[config.mk]
export PLATFORM = sky130hd
export DESIGN_NAME = owsra_top
export DESIGN_NICKNAME = d
export VERILOG_FILES = /design/src/rtl/owsra_pkg.sv /design/src/rtl/owsra_pick.sv /design/src/rtl/owsra_pack.sv /design/src/rtl/owsra_top.sv
export SDC_FILE = /design/constraint.sdc
export NUM_CORES = 1
export LEC_CHECK = 0
export CORE_MARGIN = 4
export CORE_UTILIZATION = 42
export CTS_CLUSTER_SIZE = 20
export DETAILED_ROUTE_END_ITERATION = 12
export DONT_BUFFER_PORTS = 1
export HOLD_SLACK_MARGIN = 0.1
export PLACE_DENSITY = 0.58
export SYNTH_ARGS = -nofsm -noshare
export SYNTH_HDL_FRONTEND = slang
export SYNTH_SLANG_ARGS = --single-unit
[constraint.sdc]
create_clock -name clk -period 4 [get_ports clk]
set_clock_uncertainty 0.05 [all_clocks]
set_input_delay 0 -clock clk [delete_from_list [all_inputs] [get_ports clk]]
set_output_delay 0 -clock clk [all_outputs]
set_load 0.005 [all_outputs]
[src/rtl/owsra_pkg.sv]
package owsra_pkg;

    typedef enum logic [1:0] {
        S_IDLE = 2'd0,
        S_ID   = 2'd1,
        S_CMP  = 2'd2,
        S_WR   = 2'd3
    } owsra_state_e;

endpackage

[src/rtl/owsra_pick.sv]
// Branch decision for one search position from its two read slots.
module owsra_pick (
    input  logic id_bit,
    input  logic cmp_bit,
    input  logic dir_bit,
    output logic pick,
    output logic flag
);
    always_comb begin
        if (id_bit != cmp_bit) begin
            pick = id_bit;     // single answer from the devices
            flag = 1'b0;
        end else if (!id_bit) begin
            pick = dir_bit;    // conflict: host chooses
            flag = 1'b1;
        end else begin
            pick = 1'b1;       // nobody answered
            flag = 1'b1;
        end
    end
endmodule

[src/rtl/owsra_pack.sv]
// Inserts one position's chosen bit and flag into the response word.
module owsra_pack #(
    parameter int NPOS = 4,
    localparam int PW  = (NPOS > 1) ? $clog2(NPOS) : 1,
    localparam int BW  = 2 * NPOS
) (
    input  logic [BW-1:0] resp_in,
    input  logic [PW-1:0] pos,
    input  logic          pick,
    input  logic          flag,
    output logic [BW-1:0] resp_out
);
    for (genvar k = 0; k < NPOS; k++) begin : g_slot
        assign resp_out[2*k+1] = (pos == PW'(k)) ? pick : resp_in[2*k+1];
        assign resp_out[2*k]   = (pos == PW'(k)) ? flag : resp_in[2*k];
    end
endmodule

[src/rtl/owsra_top.sv]
module owsra_top #(
    parameter int NPOS = 4,
    localparam int PW  = (NPOS > 1) ? $clog2(NPOS) : 1,
    localparam int BW  = 2 * NPOS
) (
    input  logic          clk,
    input  logic          rst_n,
    input  logic          search_en,
    input  logic          tx_wr,
    input  logic [BW-1:0] tx_byte,
    input  logic          rx_rd,
    output logic          rx_full,
    output logic [BW-1:0] rx_byte,
    output logic          busy,
    output logic          slot_start,
    output logic          slot_wr,
    output logic          slot_wbit,
    input  logic          slot_done,
    input  logic          slot_rdbit
);
    import owsra_pkg::*;

    localparam logic [PW-1:0] LAST = PW'(NPOS - 1);

    typedef struct packed {
        owsra_state_e  st;
        logic [PW-1:0] pos;
        logic          idb;
        logic          pick;
        logic          flag;
        logic [BW-1:0] dir;
        logic [BW-1:0] resp;
        logic [BW-1:0] rxb;
        logic          full;
        logic          start;
    } regs_t;

    regs_t q, d;

    logic          dir_bit;
    logic          pick_w;
    logic          flag_w;
    logic [BW-1:0] packed_w;
    logic          done_ok;

    // direction bit for the current position: odd bit 2*pos+1
    always_comb begin
        dir_bit = 1'b0;
        for (int k = 0; k < NPOS; k++) begin
            if (q.pos == PW'(k)) dir_bit = q.dir[2*k+1];
        end
    end

    owsra_pick pick_i (
        .id_bit  (q.idb),
        .cmp_bit (slot_rdbit),
        .dir_bit (dir_bit),
        .pick    (pick_w),
        .flag    (flag_w)
    );

    owsra_pack #(.NPOS(NPOS)) pack_i (
        .resp_in  (q.resp),
        .pos      (q.pos),
        .pick     (q.pick),
        .flag     (q.flag),
        .resp_out (packed_w)
    );

    // a completion is never taken in the cycle a request goes out
    assign done_ok = slot_done && !q.start;

    always_comb begin
        d       = q;
        d.start = 1'b0;
        if (rx_rd) d.full = 1'b0;
        if (!search_en) begin
            d.st = S_IDLE;
        end else begin
            unique case (q.st)
                S_IDLE: if (tx_wr) begin
                    d.dir   = tx_byte;
                    d.pos   = '0;
                    d.resp  = '0;
                    d.st    = S_ID;
                    d.start = 1'b1;
                end
                S_ID: if (done_ok) begin
                    d.idb   = slot_rdbit;
                    d.st    = S_CMP;
                    d.start = 1'b1;
                end
                S_CMP: if (done_ok) begin
                    d.pick  = pick_w;
                    d.flag  = flag_w;
                    d.st    = S_WR;
                    d.start = 1'b1;
                end
                S_WR: if (done_ok) begin
                    d.resp = packed_w;
                    if (q.pos == LAST) begin
                        d.st   = S_IDLE;
                        d.rxb  = packed_w;
                        d.full = 1'b1;   // set wins over a same-cycle read
                    end else begin
                        d.pos   = q.pos + 1'b1;
                        d.st    = S_ID;
                        d.start = 1'b1;
                    end
                end
                default: d.st = S_IDLE;
            endcase
        end
    end

    always_ff @(posedge clk or negedge rst_n) begin
        if (!rst_n) q <= '0;
        else        q <= d;
    end

    assign rx_full    = q.full;
    assign rx_byte    = q.rxb;
    assign busy       = (q.st != S_IDLE);
    assign slot_start = q.start;
    assign slot_wr    = (q.st == S_WR);
    assign slot_wbit  = q.pick;

endmodule

==> metrics.txt <==
# TYPE chip_impl_metric gauge
chip_impl_metric{name="place_area",unit="mm^2"} 0.00142
chip_impl_metric{name="post-route-cell-area",unit="mm^2"} 0.00165
chip_impl_metric{name="floorplan.core_area",unit="mm^2"} 0.00334
chip_impl_metric{name="clkTransAtPathRegs",unit="ns"} 0.14
chip_impl_info{name="synth_top_family_by_area",value="compound AO/OA/AOI/OAI gates"} 1
chip_impl_metric{name="design.die.area",unit="mm^2"} 0.00445
chip_impl_metric{name="die_width",unit="um"} 66.7
chip_impl_metric{name="post-route-drc-count",unit=""} 0
chip_impl_metric{name="first_global_vias",unit=""} 1050
chip_impl_metric{name="yosysUniqueCellTypes",unit=""} 33
chip_impl_metric{name="report.power.total",unit="uW"} 765
chip_impl_info{name="path_class",value="flip-flop to flip-flop"} 1
chip_impl_metric{name="ys_async_rst_share",unit=""} 1.00
chip_impl_info{name="ys.flop_type",value="sky130_fd_sc_hd__dfrtp_1"} 1
chip_impl_metric{name="hpwlAfterDp",unit="um"} 1950
chip_impl_info{name="rsz_0062_raised_after_global_routing",value="no"} 1
chip_impl_metric{name="via_per_inst",unit=""} 5.14
chip_impl_metric{name="fmaxAchievable",unit="MHz"} 451
chip_impl_metric{name="synth_adder_area_share",unit=""} 0.0778
chip_impl_metric{name="ys_ff_latch",unit=""} 27
chip_impl_metric{name="floorplan.rows",unit=""} 21
chip_impl_metric{name="groute.layer.met3.usage",unit=""} 0.0422
chip_impl_info{name="synth_common_cells",value="27 x sky130_fd_sc_hd__dfrtp_1, 14 x sky130_fd_sc_hd__o21ai_0, 10 x sky130_fd_sc_hd__inv_1, 10 x sky130_fd_sc_hd__nand2_1, 9 x sky130_fd_sc_hd__ha_1"} 1
chip_impl_metric{name="ys_warn_count",unit=""} 0
chip_impl_metric{name="fin_hold_ws",unit="ns"} 0.134
chip_impl_metric{name="synthCells",unit=""} 136
chip_impl_metric{name="r2r_slack",unit="ns"} 1.78
chip_impl_metric{name="global_route_total_overflow",unit=""} 0
chip_impl_metric{name="grt_start_max_net_pins",unit=""} 28
chip_impl_info{name="synth_most_common_cell",value="sky130_fd_sc_hd__dfrtp_1"} 1
chip_impl_metric{name="clock_tree.htree_level_count",unit=""} 1
chip_impl_metric{name="delay_of_the_slowest_critical_path_stage",unit="ns"} 0.57
chip_impl_metric{name="yosys.area_share.simple",unit=""} 0.113
chip_impl_metric{name="syn_avg_cell_area",unit="um^2"} 10.6
chip_impl_metric{name="drt_first_pass_iters",unit=""} 4
chip_impl_metric{name="grtUsageMet1",unit=""} 0.184
chip_impl_metric{name="synth_compound_area_frac",unit=""} 0.165
chip_impl_metric{name="drtIter0Drc",unit=""} 41
chip_impl_metric{name="power.leakage",unit="nW"} 0.756
chip_impl_metric{name="yosysSeqAreaShare",unit=""} 0.467
chip_impl_metric{name="area_growth_syn_to_layout",unit="%"} 14.2
chip_impl_metric{name="timing.final.max_slew_violations",unit=""} 0
chip_impl_metric{name="setup_viol_count_final",unit=""} 0
chip_impl_metric{name="layout.nets",unit=""} 170
chip_impl_metric{name="globalRouteTotalUtil",unit=""} 0.146
chip_impl_metric{name="syn_area",unit="mm^2"} 0.00145
chip_impl_metric{name="sum_of_negative_setup_slack",unit="ns"} 0
chip_impl_info{name="status",value="finished clean"} 1
chip_impl_metric{name="max-slew-margin-rel",unit=""} 0.711
chip_impl_metric{name="preCtsSetupSlack",unit="ns"} 2.12
chip_impl_metric{name="routedWlPerCell",unit="um"} 14.6
chip_impl_metric{name="post_synthesis_xor_xnor_area_fraction",unit=""} 0.00605
chip_impl_metric{name="period_needed",unit="ns"} 2.22
chip_impl_metric{name="timing.final.ws_setup",unit="ns"} 1.78
chip_impl_metric{name="grt_util_met2",unit=""} 0.246
chip_impl_metric{name="synthDominantCellAreaShare",unit=""} 0.467
chip_impl_info{name="clock_tree_from_tritoncts",value="done"} 1
chip_impl_metric{name="die-height",unit="um"} 66.7
chip_impl_metric{name="tritoncts_num_sinks",unit=""} 27
chip_impl_metric{name="post_synth_edffs",unit=""} 0
chip_impl_metric{name="antenna_found_initial",unit=""} 0
chip_impl_metric{name="clock_insertion_delay_worst_skew",unit="ns"} 0.33
chip_impl_info{name="critical_path.cell_chain",value="inv_1, ha_1, nand3_1, mux2_2, dlygate4sd3_1"} 1
chip_impl_metric{name="synth.net_count",unit=""} 160
chip_impl_metric{name="tightestPinTransition",unit="ns"} 0.428
chip_impl_metric{name="critPathArrivalTime",unit="ns"} 2.38
chip_impl_info{name="cp-start-kind",value="flip-flop"} 1
chip_impl_metric{name="fin_crit_sh",unit=""} 0.555
chip_impl_metric{name="boundaryPins",unit=""} 28
chip_impl_info{name="crit_family",value="buffers and inverters"} 1
chip_impl_metric{name="routed_wire_length",unit="um"} 2800
chip_impl_metric{name="hold_viol",unit=""} 0
chip_impl_metric{name="initial_core_util",unit=""} 0.434
chip_impl_info{name="global_route.peak_usage_layer",value="met2"} 1
chip_impl_metric{name="drive_gt1_frac",unit=""} 0.110
chip_impl_info{name="timing.hold.worst.class",value="input pin to flip-flop"} 1
chip_impl_metric{name="route.vias.total",unit=""} 982
chip_impl_metric{name="power_per_standard_cell_area",unit="mW/mm^2"} 463
chip_impl_info{name="clock_root_buffer",value="sky130_fd_sc_hd__clkbuf_4"} 1
chip_impl_metric{name="max-vdd-ir-drop",unit="uV"} 277
chip_impl_metric{name="postCtsResizedCells",unit=""} 0
chip_impl_metric{name="grt_first_pass_wirelength",unit="um"} 4910
chip_impl_metric{name="placement.io_buffers",unit=""} 0
chip_impl_metric{name="antenna-diode-count",unit=""} 0
chip_impl_metric{name="fillCellCount",unit=""} 337
chip_impl_metric{name="detail-route-antenna-nets",unit=""} 0
chip_impl_metric{name="worst_ep_required_time",unit="ns"} 4.16
chip_impl_metric{name="critPathBufInv",unit=""} 2
chip_impl_metric{name="place.gp.congestion",unit=""} 0.800
chip_impl_metric{name="cap_violations",unit=""} 0
chip_impl_info{name="endpoint_kind",value="flip-flop"} 1
chip_impl_metric{name="clock_path_buffers",unit=""} 2
chip_impl_info{name="worst_path_max_delay_cell",value="sky130_fd_sc_hd__dlygate4sd3_1"} 1
chip_impl_info{name="dominant_cell_type_by_area_after_synthesis",value="sky130_fd_sc_hd__dfrtp_1"} 1
chip_impl_metric{name="post_synthesis_mux_area_share",unit=""} 0.0882
chip_impl_metric{name="worstPathMaxFanout",unit=""} 6
chip_impl_info{name="yosys-top-cells-area",value="sky130_fd_sc_hd__dfrtp_1 47%, sky130_fd_sc_hd__ha_1 7.8%, sky130_fd_sc_hd__o21ai_0 4.8%"} 1
chip_impl_metric{name="cts-buffers-inserted",unit=""} 3
## registers in the layout, summed over array words and instances (netlist names)
register and flops:
rx_full 1, q 16, rx_byte 8, slot_start 1
slot_wbit 1
## final timing paths
| check | start | end | depth (start not counted) |
|---|---|---|---|
| max reg2reg | q[31] | q[19] | 5 |
| max in group asynchronous | rst_n | q[19] | 4 |
| max | q[31] | q[19] | 5 |
| min in group asynchronous | rst_n | rx_byte[6] | 4 |
| min reg2reg | rx_byte[0] | rx_byte[0] | 2 |
| min | tx_wr | q[31] | 3 |
## worst min-delay path: cells and delay by family
kind	cells	cell delay [ns]
compound gates	2	0.31
simple gates	1	0.17
## metrics by stage
step,util,cells
2_1_floorplan,-,136
3_3_place_gp,0.426,169
3_5_place_dp,0.426,169
4_1_cts,0.495,191
5_1_grt,0.495,191
6_report,0.495,191
## report_power, final
part | switching (mW) | total, mW | internal, mW
Sequential | 0.0467 | 0.367 | 0.320
Clock | 0.0851 | 0.123 | 0.0382
Combinational | 0.140 | 0.275 | 0.135
Total | 0.272 | 0.765 | 0.494
## layout make-up
type                    instances  area (um^2)  share of cell area
repair buffers                 18          200               0.121
well taps                      46         57.6              0.0348
flip-flops and latches         27          676               0.409
multi-input cells              86          652               0.394
clock inverters                 1         7.51             0.00454
clock buffers                   3         22.5              0.0136
inverters                      10         37.5              0.0227
## cells by family (layout without fill, tap and decap cells)
group,after synthesis,after routing
compound gates,35,35
flops,27,27
fa+ha+maj,9,9
buf+inv,23,32
mux,12,12
xor+xnor,1,1
simple gates,29,29
## cell usage in the layout, fill, tap and decap left out, types with 2 or more instances in the layout
master                          netlist  routed
sky130_fd_sc_hd__a22o_1               6       6
sky130_fd_sc_hd__nand2_1             10      10
sky130_fd_sc_hd__ha_1                 9       9
sky130_fd_sc_hd__inv_1               10      10
sky130_fd_sc_hd__clkbuf_4             0       3
sky130_fd_sc_hd__o21ai_1              3       3
sky130_fd_sc_hd__nand3_1              8       8
sky130_fd_sc_hd__nand2b_1             2       2
sky130_fd_sc_hd__o21ai_0             14      14
sky130_fd_sc_hd__a21oi_1              4       4
sky130_fd_sc_hd__nor2_1               2       2
sky130_fd_sc_hd__buf_12               0       2
sky130_fd_sc_hd__dfrtp_1             27      27
sky130_fd_sc_hd__mux2_2               6       6
sky130_fd_sc_hd__mux2i_1              6       6
sky130_fd_sc_hd__dlygate4sd3_1        0      16
## per-layer routing
| layer | wire, um | share of wire |
|---|---|---|
| met5 | 0 | 0 |
| met4 | 19 | 0.0068 |
| met2 | 1330 | 0.48 |
| met3 | 130 | 0.046 |
| met1 | 1310 | 0.47 |
## timing repair
| action | in CTS | in global routing |
|---|---|---|
| buffers inserted | 0 | 0 |
| endpoints found under the setup margin | 0 | 0 |
| hold buffers | 18 | 0 |
| endpoints found under the hold margin | 54 | 0 |
(Power assumes the default switching activity.)
